[config.mk]
export PLATFORM = sky130hd
export DESIGN_NAME = uart_rx_buffered
export DESIGN_NICKNAME = d
export VERILOG_FILES = /design/src/rtl/uart_rx_pkg.sv /design/src/rtl/rx_line_sync.sv /design/src/rtl/rx_frame_fsm.sv /design/src/rtl/rx_buffer.sv /design/src/rtl/uart_rx_buffered.sv
export SDC_FILE = /design/constraint.sdc
export NUM_CORES = 1
export LEC_CHECK = 0
export BUFFER_PORTS_ARGS = -buffer_cell sky130_fd_sc_hd__buf_2
export CORE_AREA = 2 2 103 55
export CTS_BUF_LIST = sky130_fd_sc_hd__clkbuf_8 sky130_fd_sc_hd__clkbuf_16
export DETAILED_ROUTE_END_ITERATION = 10
export DIE_AREA = 0 0 105 57
export GPL_TIMING_DRIVEN = 0
export PLACE_DENSITY = 0.71
export SLEW_MARGIN = 40
export SYNTH_ARGS = -nofsm -noshare
export SYNTH_HDL_FRONTEND = slang
export SYNTH_SLANG_ARGS = --single-unit
[constraint.sdc]
create_clock -name clk -period 2.4 [get_ports clk]
set_input_delay 0.48 -clock clk [delete_from_list [all_inputs] [get_ports clk]]
set_output_delay 0.48 -clock clk [all_outputs]
set_load 0.02 [all_outputs]
[src/rtl/uart_rx_pkg.sv]
`timescale 1ns/1ps
// Shared definitions for the serial receiver: sequencer states and the
// character-length decode. Assumes at most 8 data bits per character.
package uart_rx_pkg;

    localparam int unsigned CHAR_W  = 8;   // widest character
    localparam int unsigned MIN_LEN = 5;   // length for code 0

    typedef enum logic [2:0] {
        RX_IDLE,
        RX_START,
        RX_DATA,
        RX_PARITY,
        RX_STOP,
        RX_HOLD
    } rx_state_t;

    // Map the 2-bit length code onto a bit count (5..8).
    function automatic logic [3:0] decode_len(input logic [1:0] code);
        return 4'(MIN_LEN) + {2'b00, code};
    endfunction

endpackage

[src/rtl/rx_line_sync.sv]
`timescale 1ns/1ps
// Brings the asynchronous serial line into the clock domain and flags a
// high-to-low transition. Assumes STAGES >= 2. Resets to the idle (high)
// level so that no edge is reported out of reset.
module rx_line_sync #(
    parameter int unsigned STAGES = 2
) (
    input  logic clk,
    input  logic rst_n,
    input  logic rxd,
    output logic line,
    output logic fall
);

    logic [STAGES-1:0] chain;
    logic              line_prev;

    // Shift the raw line through the synchronizer chain.
    always_ff @(posedge clk) begin
        if (!rst_n) chain <= '1;
        else        chain <= {chain[STAGES-2:0], rxd};
    end

    // Remember the previous synchronized level for edge detection.
    always_ff @(posedge clk) begin
        if (!rst_n) line_prev <= 1'b1;
        else        line_prev <= chain[STAGES-1];
    end

    assign line = chain[STAGES-1];
    assign fall = line_prev & ~line;

endmodule

[src/rtl/rx_frame_fsm.sv]
`timescale 1ns/1ps
// Frame sequencer: validates the start bit at mid-bit, samples data,
// optional parity and the first stop bit once per bit period, then emits a
// one-cycle load with the character and its status. A second stop slot is
// waited out unchecked. Assumes os_tick is a single-cycle pulse.
module rx_frame_fsm
    import uart_rx_pkg::*;
#(
    parameter int unsigned OS_RATE = 16,
    parameter int unsigned DATA_W  = CHAR_W
) (
    input  logic              clk,
    input  logic              rst_n,
    input  logic              rx_en,
    input  logic              os_tick,
    input  logic              line,
    input  logic              fall,
    input  logic [1:0]        cfg_len,
    input  logic              cfg_par_en,
    input  logic              cfg_par_odd,
    input  logic              cfg_two_stop,
    output logic              load,
    output logic [DATA_W-1:0] char_data,
    output logic              char_ferr,
    output logic              char_perr
);

    localparam int unsigned CNT_W = $clog2(OS_RATE);
    localparam int unsigned IDX_W = $clog2(DATA_W) + 1;
    localparam logic [CNT_W-1:0] HALF_LAST = CNT_W'(OS_RATE / 2 - 1);
    localparam logic [CNT_W-1:0] BIT_LAST  = CNT_W'(OS_RATE - 1);

    rx_state_t          state;
    logic [CNT_W-1:0]   tcnt;
    logic [IDX_W-1:0]   bidx;
    logic [IDX_W-1:0]   len_q;
    logic               par_en_q;
    logic               par_odd_q;
    logic               two_stop_q;
    logic [DATA_W-1:0]  shreg;
    logic               par_acc;
    logic               perr_q;
    logic               bit_due;

    // A sample is due on the tick that closes the current bit period.
    assign bit_due = os_tick && (tcnt == BIT_LAST);

    // Sequencer: frame progress, sampling, and character hand-off.
    always_ff @(posedge clk) begin
        if (!rst_n) begin
            state      <= RX_IDLE;
            tcnt       <= '0;
            bidx       <= '0;
            len_q      <= '0;
            par_en_q   <= 1'b0;
            par_odd_q  <= 1'b0;
            two_stop_q <= 1'b0;
            shreg      <= '0;
            par_acc    <= 1'b0;
            perr_q     <= 1'b0;
            load       <= 1'b0;
            char_data  <= '0;
            char_ferr  <= 1'b0;
            char_perr  <= 1'b0;
        end else begin
            load <= 1'b0;
            if (!rx_en) begin
                state <= RX_IDLE;
                tcnt  <= '0;
            end else begin
                case (state)
                    RX_IDLE: begin
                        if (fall) begin
                            state <= RX_START;
                            tcnt  <= '0;
                        end
                    end
                    RX_START: begin
                        if (os_tick) begin
                            if (tcnt == HALF_LAST) begin
                                tcnt <= '0;
                                if (!line) begin
                                    state      <= RX_DATA;
                                    bidx       <= '0;
                                    shreg      <= '0;
                                    par_acc    <= 1'b0;
                                    perr_q     <= 1'b0;
                                    len_q      <= IDX_W'(decode_len(cfg_len));
                                    par_en_q   <= cfg_par_en;
                                    par_odd_q  <= cfg_par_odd;
                                    two_stop_q <= cfg_two_stop;
                                end else begin
                                    state <= RX_IDLE;
                                end
                            end else begin
                                tcnt <= tcnt + 1'b1;
                            end
                        end
                    end
                    RX_DATA: begin
                        if (os_tick) tcnt <= tcnt + 1'b1;
                        if (bit_due) begin
                            shreg[bidx[IDX_W-2:0]] <= line;
                            par_acc <= par_acc ^ line;
                            if (bidx == len_q - 1'b1) begin
                                state <= par_en_q ? RX_PARITY : RX_STOP;
                            end else begin
                                bidx <= bidx + 1'b1;
                            end
                        end
                    end
                    RX_PARITY: begin
                        if (os_tick) tcnt <= tcnt + 1'b1;
                        if (bit_due) begin
                            perr_q <= par_acc ^ line ^ par_odd_q;
                            state  <= RX_STOP;
                        end
                    end
                    RX_STOP: begin
                        if (os_tick) tcnt <= tcnt + 1'b1;
                        if (bit_due) begin
                            load      <= 1'b1;
                            char_data <= shreg;
                            char_ferr <= ~line;
                            char_perr <= perr_q;
                            state     <= two_stop_q ? RX_HOLD : RX_IDLE;
                        end
                    end
                    RX_HOLD: begin
                        if (os_tick) tcnt <= tcnt + 1'b1;
                        if (bit_due) state <= RX_IDLE;
                    end
                    default: state <= RX_IDLE;
                endcase
            end
        end
    end

    // a cleared enable parks the sequencer in idle.
    p_idle_when_off_r1: assert property (@(posedge clk) disable iff (!rst_n)
        !rx_en |=> state == RX_IDLE);

    // data sampling is entered only after a low mid-start sample.
    p_start_low_r2: assert property (@(posedge clk) disable iff (!rst_n)
        (state == RX_DATA && $past(state) == RX_START) |-> !$past(line));

    // no delivered bit lies above the latched length.
    p_upper_zero_r4: assert property (@(posedge clk) disable iff (!rst_n)
        load |-> (char_data >> len_q) == '0);

    // without parity, the delivered parity status is clear.
    p_no_par_err_r5: assert property (@(posedge clk) disable iff (!rst_n)
        (load && !par_en_q) |-> !char_perr);

endmodule

[src/rtl/rx_buffer.sv]
`timescale 1ns/1ps
// Receive holding buffer: captures a character with its status on load and
// keeps a completion flag that a host read clears. A load in the same cycle
// as a read wins, so a fresh character is never reported as consumed.
module rx_buffer #(
    parameter int unsigned DATA_W = 8
) (
    input  logic              clk,
    input  logic              rst_n,
    input  logic              load,
    input  logic [DATA_W-1:0] in_data,
    input  logic              in_ferr,
    input  logic              in_perr,
    input  logic              host_rd,
    output logic [DATA_W-1:0] rd_data,
    output logic              rx_done,
    output logic              frame_err,
    output logic              parity_err
);

    // Capture the character and its status; newer data overwrites older.
    always_ff @(posedge clk) begin
        if (!rst_n) begin
            rd_data    <= '0;
            frame_err  <= 1'b0;
            parity_err <= 1'b0;
        end else if (load) begin
            rd_data    <= in_data;
            frame_err  <= in_ferr;
            parity_err <= in_perr;
        end
    end

    // Completion flag: set by a load, cleared by a host read.
    always_ff @(posedge clk) begin
        if (!rst_n)       rx_done <= 1'b0;
        else if (load)    rx_done <= 1'b1;
        else if (host_rd) rx_done <= 1'b0;
    end

    // a load always leaves the flag raised.
    p_done_on_load_r8: assert property (@(posedge clk) disable iff (!rst_n)
        load |=> rx_done);

    // a read without a concurrent load drops the flag.
    p_read_clears_r8: assert property (@(posedge clk) disable iff (!rst_n)
        (host_rd && !load) |=> !rx_done);

    // held data only changes through a load.
    p_data_held_r1: assert property (@(posedge clk) disable iff (!rst_n)
        !load |=> $stable(rd_data));

    // the framing status travels with its character.
    p_ferr_kept_r6: assert property (@(posedge clk) disable iff (!rst_n)
        load |=> frame_err == $past(in_ferr));

endmodule

[src/rtl/uart_rx_buffered.sv]
`timescale 1ns/1ps
// Top of the asynchronous serial receiver: synchronizer, frame sequencer and
// holding buffer. Assumes os_tick runs at OS_RATE times the bit rate and is
// synchronous to clk.
module uart_rx_buffered
    import uart_rx_pkg::*;
#(
    parameter int unsigned OS_RATE     = 16,
    parameter int unsigned SYNC_STAGES = 2
) (
    input  logic              clk,
    input  logic              rst_n,
    input  logic              rxd,
    input  logic              rx_en,
    input  logic              os_tick,
    input  logic [1:0]        cfg_len,
    input  logic              cfg_par_en,
    input  logic              cfg_par_odd,
    input  logic              cfg_two_stop,
    input  logic              host_rd,
    output logic [CHAR_W-1:0] rd_data,
    output logic              rx_done,
    output logic              frame_err,
    output logic              parity_err
);

    logic              line_s;
    logic              line_fall;
    logic              chr_load;
    logic [CHAR_W-1:0] chr_data;
    logic              chr_ferr;
    logic              chr_perr;

    rx_line_sync #(.STAGES(SYNC_STAGES)) u_sync (
        .clk   (clk),
        .rst_n (rst_n),
        .rxd   (rxd),
        .line  (line_s),
        .fall  (line_fall)
    );

    rx_frame_fsm #(.OS_RATE(OS_RATE), .DATA_W(CHAR_W)) u_fsm (
        .clk          (clk),
        .rst_n        (rst_n),
        .rx_en        (rx_en),
        .os_tick      (os_tick),
        .line         (line_s),
        .fall         (line_fall),
        .cfg_len      (cfg_len),
        .cfg_par_en   (cfg_par_en),
        .cfg_par_odd  (cfg_par_odd),
        .cfg_two_stop (cfg_two_stop),
        .load         (chr_load),
        .char_data    (chr_data),
        .char_ferr    (chr_ferr),
        .char_perr    (chr_perr)
    );

    rx_buffer #(.DATA_W(CHAR_W)) u_buf (
        .clk        (clk),
        .rst_n      (rst_n),
        .load       (chr_load),
        .in_data    (chr_data),
        .in_ferr    (chr_ferr),
        .in_perr    (chr_perr),
        .host_rd    (host_rd),
        .rd_data    (rd_data),
        .rx_done    (rx_done),
        .frame_err  (frame_err),
        .parity_err (parity_err)
    );

endmodule

==> results of run 1 <==
## through the flow
| step | setup WS, ns | hold slack, ns |
|---|---|---|
| floorplan | 0.3863 | 0.3863 |
| global placement | 0.1111 | 0.3881 |
| detailed placement | 0.06364 | 0.4020 |
| CTS | 0.05328 | 0.3438 |
| global route | 0.04060 | 0.3393 |
| finish | 0.1990 | 0.3505 |
## synth_stat cells, types with 2 or more instances
| library cell | n |
|---|---|
| or3_1 | 2 |
| nor2b_1 | 4 |
| o211ai_1 | 2 |
| nand4_1 | 4 |
| xnor2_1 | 9 |
| a21oi_1 | 18 |
| o22ai_1 | 4 |
| ha_1 | 4 |
| inv_1 | 6 |
| o2111ai_1 | 2 |
| o21a_1 | 4 |
| a211oi_1 | 2 |
| clkbuf_1 | 13 |
| a31oi_1 | 2 |
| nand2b_1 | 8 |
| nand2_1 | 19 |
| and2_1 | 2 |
| nor2_1 | 44 |
| nand4b_1 | 2 |
| mux2i_1 | 25 |
| dfxtp_1 | 53 |
| buf_1 | 2 |
| o31ai_1 | 2 |
| nor3_1 | 4 |
| nand3_1 | 4 |
| o21ai_0 | 14 |
| a21boi_0 | 3 |
| nand3b_1 | 2 |
## flip-flops by register name (all words and copies together), names as in the netlist, 2 cells and up
register and cells:
u_buf.rd_data 8, u_fsm.bidx 4, u_fsm.char_data 8, u_fsm.len_q 4, u_fsm.shreg 8, u_fsm.state 3
u_fsm.tcnt 4, u_sync.chain 2
## routing by layer
metal	GRT usage, %	vias up	share of wire [%]
met5	0	-	0
met4	4.762	0	0.69
met3	6.286	5	9.0
met2	27.46	81	38
met1	31.02	973	52
li1	-	1053	-
## area by class of cell
type	instances	area (µm²)	area share (%)
Clock buffer	5	68.82	2.462
Timing Repair Buffer	20	100.1	3.581
Tap cell	73	91.34	3.268
Sequential cell	53	1061	37.96
Clock inverter	2	35.03	1.253
Multi-Input combinational cell	208	1349	48.25
Buffer	16	63.81	2.283
Inverter	7	26.28	0.9400
## critical path, cell delays in order, from the launching register on
cell and delay (ns):
dfxtp_1 0.38, or4b_4 0.58, a211o_4 0.41, nor2_4 0.16
or4b_1 0.45, a31oi_1 0.16
## how the worst max path moves through the flow
| stage | depth (start not counted) | slack (ns) | endpoint |
|---|---|---|---|
| floorplan | 5 | 0.39 | u_fsm.bidx[2] |
| global placement | 5 | 0.11 | u_fsm.shreg[0] |
| detailed placement | 5 | 0.06 | u_fsm.shreg[0] |
| CTS | 5 | 0.05 | u_fsm.shreg[0] |
| global route | 7 | 0.04 | u_fsm.char_data[4] |
| finish | 5 | 0.20 | u_fsm.bidx[2] |
## power by group
group	total, µW	internal [µW]	leakage [µW]	switching (µW)
logic	60.4	20.3	0.000550	40.1
registers	883	882	0.000427	1.55
clock network	601	304	0.0000540	297
## cell families after synthesis
kind of cell             share of synthesized area (%)
AND/OR/NAND/NOR                                  21.77
AO/OA/AOI/OAI                                    16.23
flip-flops                                       42.74
multiplexers                                     10.08
buffers and inverters                            3.629
XOR/XNOR                                         3.528
adder cells (fa/ha/maj)                          2.016
==> reports/results.tsv, run 1 <==
stage	metric	value	unit
critical_path	Max FO, Critical Path	9	
yosys	area leader, netlist	dfxtp_1	
pwr	Peak VDD IR	0.3110	mV
clock_tree	TritonCTS clock tree	done	
hold_path	Hold Path Class	input pin to register	
critical_path	crit path DAT	2.44	ns
global_route	Total Routing Usage GR	20.23	%
clock_tree	Bufs on Longest Clock Path	2	
clock_tree	CTS root buf	clkbuf_8	
global_route	initial antenna violation count	0	
clock_tree	clock sink count	53	
yosys	Post-Syn Instances	284	
yosys	number of flops mapped to enable cells by yosys	0	
critical_path	Startpoint Class	register	
timing	Final Skew	0.005819	ns
cells_and_area	Nets	326	
yosys	ys flop type	dfxtp_1	
place	placed cells	377	
cells_and_area	ANT cells	0	
timing	Relative slew margins	51.53	%
timing	Slew @ Worst Pin	0.7271	ns
critical_path	R2R Path Start	u_fsm.tcnt[3]	
clock_tree	CTS H-Tree Depth	2	
drt	total number of vias	2112	
cells_and_area	most common cell after layout, fill and taps aside	dfxtp_1	
timing	share of the clock period used by the worst path	91.71	%
timing	Final min period	2.201	ns
critical_path	data required time of the critical path	2.64	ns
pwr	Leakage	0.001031	µW
hold_path	hold wc startpoint	rxd	
cells_and_area	fraction of layout cells with a size suffix above 1	12.22	%
hold_path	Hold Path Stages	2	
drt	Iteration-0 DRC Markers	177	
critical_path	Setup CP Type	register to register	
floorplan	Starting Density	47.90	%
place	DP Area	2674	µm²
yosys	Seq cells post-synth	53	
floorplan	core area	5182	µm²
cells_and_area	cell area after layout	2795	µm²
cells_and_area	fin util	53.94	%
clock_tree	post-CTS resize count	0	
timing	setup violators final	0	
cells_and_area	Syn-to-layout area delta	12.60	%
drt	Total Wirelength	5.773	mm
clock_tree	Skew-Pair Late Insertion Delay	0.31	ns
global_route	first-pass GRT wire length	9.418	mm
floorplan	chip width	105	µm
drt	drt wl/cell	15.03	µm
clock_tree	Hold-fix buffers, CTS	0	
global_route	largest net degree at the start of global routing	16	
timing	Final Slew Violations	0	
clock_tree	postcts setup bufs	0	
cells_and_area	Cell Count, Final, Fillers Out	384	
floorplan	Cell Rows	19	
timing	TNS Setup	0	ns
place	RD Place Congestion	0.9349	
critical_path	FF-to-FF setup slack	0.20	ns
place	Port Buffers	20	
yosys	part of the Yosys area used for sequential elements	42.74	%
critical_path	path depth of the worst reg2reg path	5	
floorplan	Die ar.	5985	µm²
yosys	Avg Inst Size Synth	8.741	µm²
clock_tree	total CTS buffers	5	
critical_path	Worst Setup SP	u_fsm.tcnt[3]	
drt	# DRC	0	
drt	drt first pass iters	5	
critical_path	CP endpoint kind	register	
drt	Routed Antenna Nets	0	
run_status	outcome	completed	
global_route	vias in the first global route	1898	
timing	unrepaired setup endpoints after global routing	no	
drt	vias per cell	5.500	
pwr	Power Total	1545	µW
yosys	Mapped Area	2482	µm²
yosys	Syn Nets	299	
yosys	ranking of synthesized cells by area	dfxtp_1 (43%), mux2i_1 (10%), nor2_1 (6.7%)	
clock_tree	Clock transition at path regs	0.10	ns
timing	Final Hold Fails	0	
hold_path	Hold Crit Endpoint	u_sync.chain[0]	
yosys	Yosys top cell area share	42.74	%
yosys	async set-reset flop share out of synthesis	0	%
cells_and_area	Filler Cell Count	488	
place	HPWL Detailed	4.191	mm
critical_path	Reg-to-Reg End	u_fsm.bidx[2]	
cells_and_area	most frequent cells in the layout	dfxtp_1 (53), nor2_1 (44), mux2i_1 (25)	
timing	fmax	0.4543	GHz
global_route	gr ovfl total	0	
floorplan	num ports	22	
floorplan	Die Y	57	µm
yosys	Syn. warnings	0	
pwr	Power Density	552.7	nW/µm²
yosys	Synth cell types	52	
flow_run	Max Cap Viol	0	
(Power assumes the default switching activity.)
==> run 2, diff against run 1 <==
--- a/config.mk
+++ b/config.mk
@@ -6,12 +6,12 @@
 export NUM_CORES = 1
 export LEC_CHECK = 0
 export BUFFER_PORTS_ARGS = -buffer_cell sky130_fd_sc_hd__buf_2
-export CORE_AREA = 2 2 103 55
+export CORE_AREA = 4 4 105 57
 export CTS_BUF_LIST = sky130_fd_sc_hd__clkbuf_8 sky130_fd_sc_hd__clkbuf_16
 export DETAILED_ROUTE_END_ITERATION = 10
-export DIE_AREA = 0 0 105 57
+export DIE_AREA = 0 0 109 61
 export GPL_TIMING_DRIVEN = 0
-export PLACE_DENSITY = 0.71
+export PLACE_DENSITY = 0.73
 export SLEW_MARGIN = 40
 export SYNTH_ARGS = -nofsm -noshare
 export SYNTH_HDL_FRONTEND = slang
==> constraint.sdc (replaced) <==
create_clock -name clk -period 1.9 [get_ports clk]
set_input_delay 0.38 -clock clk [delete_from_list [all_inputs] [get_ports clk]]
set_output_delay 0.38 -clock clk [all_outputs]
set_load 0.02 [all_outputs]
==> reports/results.tsv, run 2 (synthesis gave the netlist of run 1 again) <==
stage	metric	value	unit	change
run_status	outcome	finished, violations left		
run_status	failing checks	setup timing		
floorplan	Die Y	61	µm	+7.0%
global_route	vias in the first global route	2095		+10%
drt	wl on met1	2.774	mm	-8.1%
global_route	gr ovfl total	0		unchanged
drt	drt first pass iters	4		-1
critical_path	Max FO, Critical Path	5		-4
drt	# DRC	0		unchanged
global_route	largest net degree at the start of global routing	17		+1
flow_run	Max Cap Viol	0		unchanged
pwr	Power Density	641.5	nW/µm²	+16%
cells_and_area	biggest regs	u_buf.rd_data (8), u_fsm.char_data (8), u_fsm.shreg (8)		
critical_path	Startpoint Class	register		
drt	total number of vias	2174		+2.9%
critical_path	CP endpoint kind	register		
clock_tree	clock sink count	53		unchanged
floorplan	chip width	109	µm	+3.8%
place	HPWL Detailed	3.951	mm	-5.7%
cells_and_area	Syn-to-layout area delta	22.78	%	
clock_tree	CTS root buf	clkbuf_8		
drt	Total Wirelength	6.077	mm	+5.3%
critical_path	Setup CP Type	register to register		
pwr	Leakage	0.001160	µW	+12%
timing	Slew @ Worst Pin	0.7375	ns	+0.01045 ns
timing	fmax	0.4782	GHz	+5.3%
critical_path	data required time of the critical path	2.14	ns	-0.50 ns
cells_and_area	ANT cells	0		unchanged
cells_and_area	most frequent cells in the layout	dfxtp_1 (46), nor2_1 (43), mux2i_1 (25)		
clock_tree	CTS H-Tree Depth	2		unchanged
cells_and_area	Nets	335		+2.8%
drt	WL met3	393	µm	-25%
drt	vias per cell	5.560		+1.1%
drt	Highest Signal Layer	met4		
cells_and_area	register area	1072	µm²	+1.1%
timing	TNS Setup	-1.249	ns	-1.249 ns
drt	Routed Antenna Nets	0		unchanged
place	RD Place Congestion	0.9085		-2.8%
timing	setup violators final	14		+14
timing	Worst Setup Slack, final	-0.1910	ns	-0.3900 ns
timing	Final Slew Violations	0		unchanged
cells_and_area	most common cell after layout, fill and taps aside	dfxtp_1		
cells_and_area	Filler Cell Count	405		-17%
timing	Final Skew	0.01299	ns	+0.007166 ns
global_route	initial antenna violation count	0		unchanged
floorplan	Cell Rows	18		-1
cells_and_area	area of the multi-input gates	1496	µm²	+11%
drt	Met2 Routed Length	2.828	mm	+29%
timing	Final min period	2.091	ns	-0.1100 ns
timing	unrepaired setup endpoints after global routing	yes		
floorplan	core area	4932	µm²	-4.8%
clock_tree	Clock transition at path regs	0.10	ns	about the same
critical_path	crit path DAT	2.33	ns	-0.11 ns
pwr	Peak VDD IR	0.3439	mV	+11%
clock_tree	TritonCTS clock tree	done		
clock_tree	total CTS buffers	5		unchanged
timing	Final Hold Fails	0		unchanged
place	Port Buffers	20		unchanged
timing	Relative slew margins	50.57	%	-0.96 points
cells_and_area	fraction of layout cells with a size suffix above 1	24.30	%	+12 points
cells_and_area	cell area after layout	3048	µm²	+9.0%
drt	Iteration-0 DRC Markers	128		-28%
hold_path	Hold Path Class	input pin to register		
drt	drt wl/cell	15.54	µm	+3.4%
clock_tree	Skew-Pair Late Insertion Delay	0.31	ns	about the same
global_route	Total Routing Usage GR	19.04	%	-1.2 points
floorplan	Die ar.	6649	µm²	+11%
floorplan	Starting Density	50.33	%	+2.4 points
place	DP Area	2671	µm²	about the same
timing	final hold slack	0.2502	ns	-0.1004 ns
clock_tree	Bufs on Longest Clock Path	2		unchanged
global_route	first-pass GRT wire length	9.880	mm	+4.9%
floorplan	num ports	22		unchanged
timing	share of the clock period used by the worst path	110.1	%	+18 points
==> run 2: cell count changes in the layout (fill, tap and decap cells not counted), moves of 3 or more <==
cell	before	now
o22ai_2	0	4
buf_4	1	9
clkbuf_2	0	3
dfxtp_2	0	6
o21ai_0	14	11
o22ai_1	4	0
clkbuf_1	13	9
dfxtp_1	53	46
==> run 2: worst max-delay path, cell delays in order (launching register included) <==
cell and delay, ns:
dfxtp_2 0.36, or4b_4 0.56, a211o_4 0.37, nor2_4 0.11, or4b_4 0.48, a31oi_4 0.14
==> run 2: path summary, 6_finish.rpt <==
path / from / end / slack [ns] / depth (start not counted)
setup reg to reg: u_fsm.state[1] / u_fsm.bidx[2] / -0.19 / 5
hold / removal: rxd / u_sync.chain[0] / 0.25 / 2
setup / recovery: u_fsm.state[1] / u_fsm.bidx[2] / -0.19 / 5
hold reg to reg: u_sync.chain[0] / u_sync.chain[1] / 0.41 / 1
==> run 2: final cells by class <==
class                   count  area share [%]
multi-input cells         208           49.10
clock buffers               5           2.258
well taps                  70           2.874
flip-flops and latches     53           35.18
plain buffers              15           2.217
clock inverters             3           1.396
repair buffers             30           6.117
inverters                   7          0.8621
==> run 2: power breakdown <==
group          switching [µW]  internal, µW
clock                     371           391
combinational            51.7          27.2
sequential               2.25          1110
total                     425          1530
==> run 2: through the flow <==
stage	power, µW	cells	worst slack, ns	util (%)
2_1_floorplan	1187	284	-0.06521	-
3_3_place_gp	1214	374	-0.2917	54.16
3_5_place_dp	1216	374	-0.3002	54.16
4_1_cts	1966	386	-0.1251	58.47
5_1_grt	2026	391	-0.2494	61.80
6_report	1955	391	-0.1910	61.80
==> run 2: what timing repair did <==
| item | in CTS | in global routing |
|---|---|---|
| buffers inserted | 4 | 6 |
| hold buffers | 0 | 0 |
| gates resized for setup | 17 | 31 |
| hold endpoints to repair | 0 | 0 |
| pin swaps | 3 | 11 |
| setup endpoints to repair | 32 | 36 |
==> run 2: per-layer routing <==
| metal | up-vias | GRT usage, % |
|---|---|---|
| met5 | - | 0 |
| met4 | 0 | 4.317 |
| met3 | 9 | 4.463 |
| met2 | 81 | 33.94 |
| met1 | 1009 | 23.90 |
| li1 | 1075 | - |
==> run 3, diff against run 2 <==
--- a/config.mk
+++ b/config.mk
@@ -11,7 +11,7 @@
 export DETAILED_ROUTE_END_ITERATION = 10
 export DIE_AREA = 0 0 109 61
 export GPL_TIMING_DRIVEN = 0
-export PLACE_DENSITY = 0.73
+export PLACE_DENSITY = 0.71
 export SLEW_MARGIN = 40
 export SYNTH_ARGS = -nofsm -noshare
 export SYNTH_HDL_FRONTEND = slang
==> constraint.sdc (replaced) <==
create_clock -name clk -period 2 [get_ports clk]
set_input_delay 0.4 -clock clk [delete_from_list [all_inputs] [get_ports clk]]
set_output_delay 0.4 -clock clk [all_outputs]
set_load 0.02 [all_outputs]
==> reports/results.tsv, run 3 (synthesis gave the netlist of run 1 again) <==
stage	metric	value	unit	change
hold_path	Hold Path Class	input pin to register		
floorplan	core area	4932	µm²	unchanged
critical_path	crit path DAT	2.29	ns	-0.04 ns
drt	# DRC	0		unchanged
cells_and_area	Nets	337		+0.60%
place	placed cells	374		unchanged
timing	Final Slew Violations	0		unchanged
cells_and_area	Filler Cell Count	439		+8.4%
drt	drt first pass iters	4		unchanged
critical_path	Startpoint Class	register		
clock_tree	Clock transition at path regs	0.10	ns	about the same
flow_run	Max Cap Viol	0		unchanged
pwr	switch share	21.90	%	+0.19 points
timing	Final min period	2.049	ns	-0.04198 ns
timing	fmax	0.4880	GHz	+2.0%
global_route	largest net degree at the start of global routing	17		unchanged
clock_tree	Bufs on Longest Clock Path	2		unchanged
global_route	gr ovfl total	0		unchanged
floorplan	Cell Rows	18		unchanged
pwr	internal power	1453	µW	-5.1%
drt	Routed Antenna Nets	0		unchanged
floorplan	Starting Density	50.33	%	unchanged
drt	Total Wirelength	5.746	mm	-5.4%
clock_tree	Skew-Pair Late Insertion Delay	0.31	ns	about the same
drt	Iteration-0 DRC Markers	110		-14%
drt	drt wl/cell	14.62	µm	-5.9%
cells_and_area	ANT cells	0		unchanged
critical_path	Max FO, Critical Path	3		-2
pwr	Peak VDD IR	0.3155	mV	-8.3%
timing	final hold slack	0.2735	ns	+0.02337 ns
cells_and_area	most frequent cells in the layout	dfxtp_1 (47), nor2_1 (43), mux2i_1 (25)		
clock_tree	TritonCTS clock tree	done		
timing	share of the clock period used by the worst path	102.4	%	-7.6 points
floorplan	Die Y	61	µm	unchanged
pwr	combinational share of power	3.9	%	about the same
drt	total number of vias	2153		-0.97%
global_route	vias in the first global route	1979		-5.5%
pwr	Leakage	0.001136	µW	-2.1%
timing	unrepaired setup endpoints after global routing	yes		
timing	setup violators final	4		-10
critical_path	Setup CP Type	register to register		
timing	Final Hold Fails	0		unchanged
floorplan	num ports	22		unchanged
timing	Slew @ Worst Pin	0.7092	ns	-0.02830 ns
place	RD Place Congestion	0.9145		+0.66%
place	HPWL Detailed	3.905	mm	-1.2%
run_status	failing checks	setup timing		
cells_and_area	most common cell after layout, fill and taps aside	dfxtp_1		
clock_tree	clock sink count	53		unchanged
run_status	outcome	finished, violations left		
timing	TNS Setup	-0.09180	ns	+1.157 ns
cells_and_area	Cell Count, Final, Fillers Out	393		+0.51%
timing	Relative slew margins	52.72	%	+2.2 points
drt	vias per cell	5.478		-1.5%
pwr	Psw	407.4	µW	-4.0%
clock_tree	total CTS buffers	5		unchanged
pwr	Clk pwr share	39.3	%	+0.4 points
global_route	first-pass GRT wire length	9.404	mm	-4.8%
cells_and_area	biggest regs	u_buf.rd_data (8), u_fsm.char_data (8), u_fsm.shreg (8)		
clock_tree	CTS H-Tree Depth	2		unchanged
critical_path	CP endpoint kind	register		
timing	Final Skew	0.01388	ns	+0.0008945 ns
pwr	Reg power frac	56.9	%	about the same
critical_path	data required time of the critical path	2.24	ns	+0.10 ns
cells_and_area	fraction of layout cells with a size suffix above 1	21.36	%	-2.9 points
global_route	Total Routing Usage GR	18.60	%	-0.45 points
floorplan	chip width	109	µm	unchanged
cells_and_area	Syn-to-layout area delta	19.66	%	
clock_tree	CTS root buf	clkbuf_8		
timing	Worst Setup Slack, final	-0.04898	ns	+0.1420 ns
global_route	initial antenna violation count	0		unchanged
place	Port Buffers	20		unchanged
pwr	Power Density	626.2	nW/µm²	-2.4%
floorplan	Die ar.	6649	µm²	unchanged
run 3: cell types whose count changed in the layout (fill, tap and decap cells not counted), moves of 2 or more:
cell | previous run | this run
o22ai_1 | 0 | 4
o22ai_2 | 4 | 0
a21oi_1 | 16 | 18
buf_4 | 9 | 11
dfxtp_2 | 6 | 4
o2111ai_1 | 0 | 2
o2111ai_2 | 2 | 0
run 3: worst max-delay path, cell delays in order, from the launching register on:
cell and delay [ns]:
dfxtp_2 0.35, or4b_4 0.59, a211o_4 0.39, nor2_4 0.08, or4b_1 0.44, a31oi_1 0.14
run 3: final timing paths:
check	from	endpoint	slack, ns	depth (start not counted)
worst max-delay path	u_fsm.state[1]	u_fsm.bidx[2]	-0.05	5
worst min-delay path	rxd	u_sync.chain[0]	0.27	2
worst max register to register	u_fsm.state[1]	u_fsm.bidx[2]	-0.05	5
worst min register to register	u_sync.chain[0]	u_sync.chain[1]	0.41	1
run 3: timing repair:
action,CTS,global route
resized for setup,6,30
buffers inserted,6,6
endpoints found under the setup margin,20,37
hold endpoints to repair,0,0
hold buffers,0,0
pin swaps,4,10
run 3: final cells by class:
type / count / area (µm²) / share of cell area [%]
plain buffers: 15 / 66.31 / 2.233
clock buffers: 5 / 68.82 / 2.317
clock inverters: 3 / 42.54 / 1.432
repair buffers: 32 / 197.7 / 6.655
inverters: 7 / 26.28 / 0.8846
flip-flops and latches: 53 / 1074 / 36.14
well taps: 70 / 87.58 / 2.949
multi-input cells: 208 / 1408 / 47.39
run 3: per-stage QoR:
step | power, µW | instance area [µm²] | setup slack, ns | utilization, %
2_1_floorplan | 1127 | 2482 | 0.02944 | -
3_5_place_dp | 1154 | 2670 | -0.3038 | 54.14
6_report | 1860 | 2970 | -0.04898 | 60.22
3_3_place_gp | 1153 | 2670 | -0.3000 | 54.14
4_1_cts | 1873 | 2843 | -0.02480 | 57.64
5_1_grt | 1931 | 2970 | -0.1073 | 60.22
run 3: routing by layer:
metal  up-vias  share of wire, %  GRT usage (%)
met5         -                 0              0
met4         0               1.8          8.094
met3        13               6.0          4.888
met2        68                46          28.01
met1      1002                47          25.42
li1       1070                 -              -
run 3: power groups by stage:
| stage | Sequential (µW) | Combinational [µW] | Clock [µW] |
|---|---|---|---|
| after floorplan | 1080 | 43.2 | 0 |
| after global placement | 1080 | 68.9 | 0 |
| after detailed placement | 1080 | 69.4 | 0 |
| after CTS | 1060 | 69.8 | 743 |
| after global routing | 1060 | 81.6 | 790 |
| final | 1060 | 71.9 | 731 |
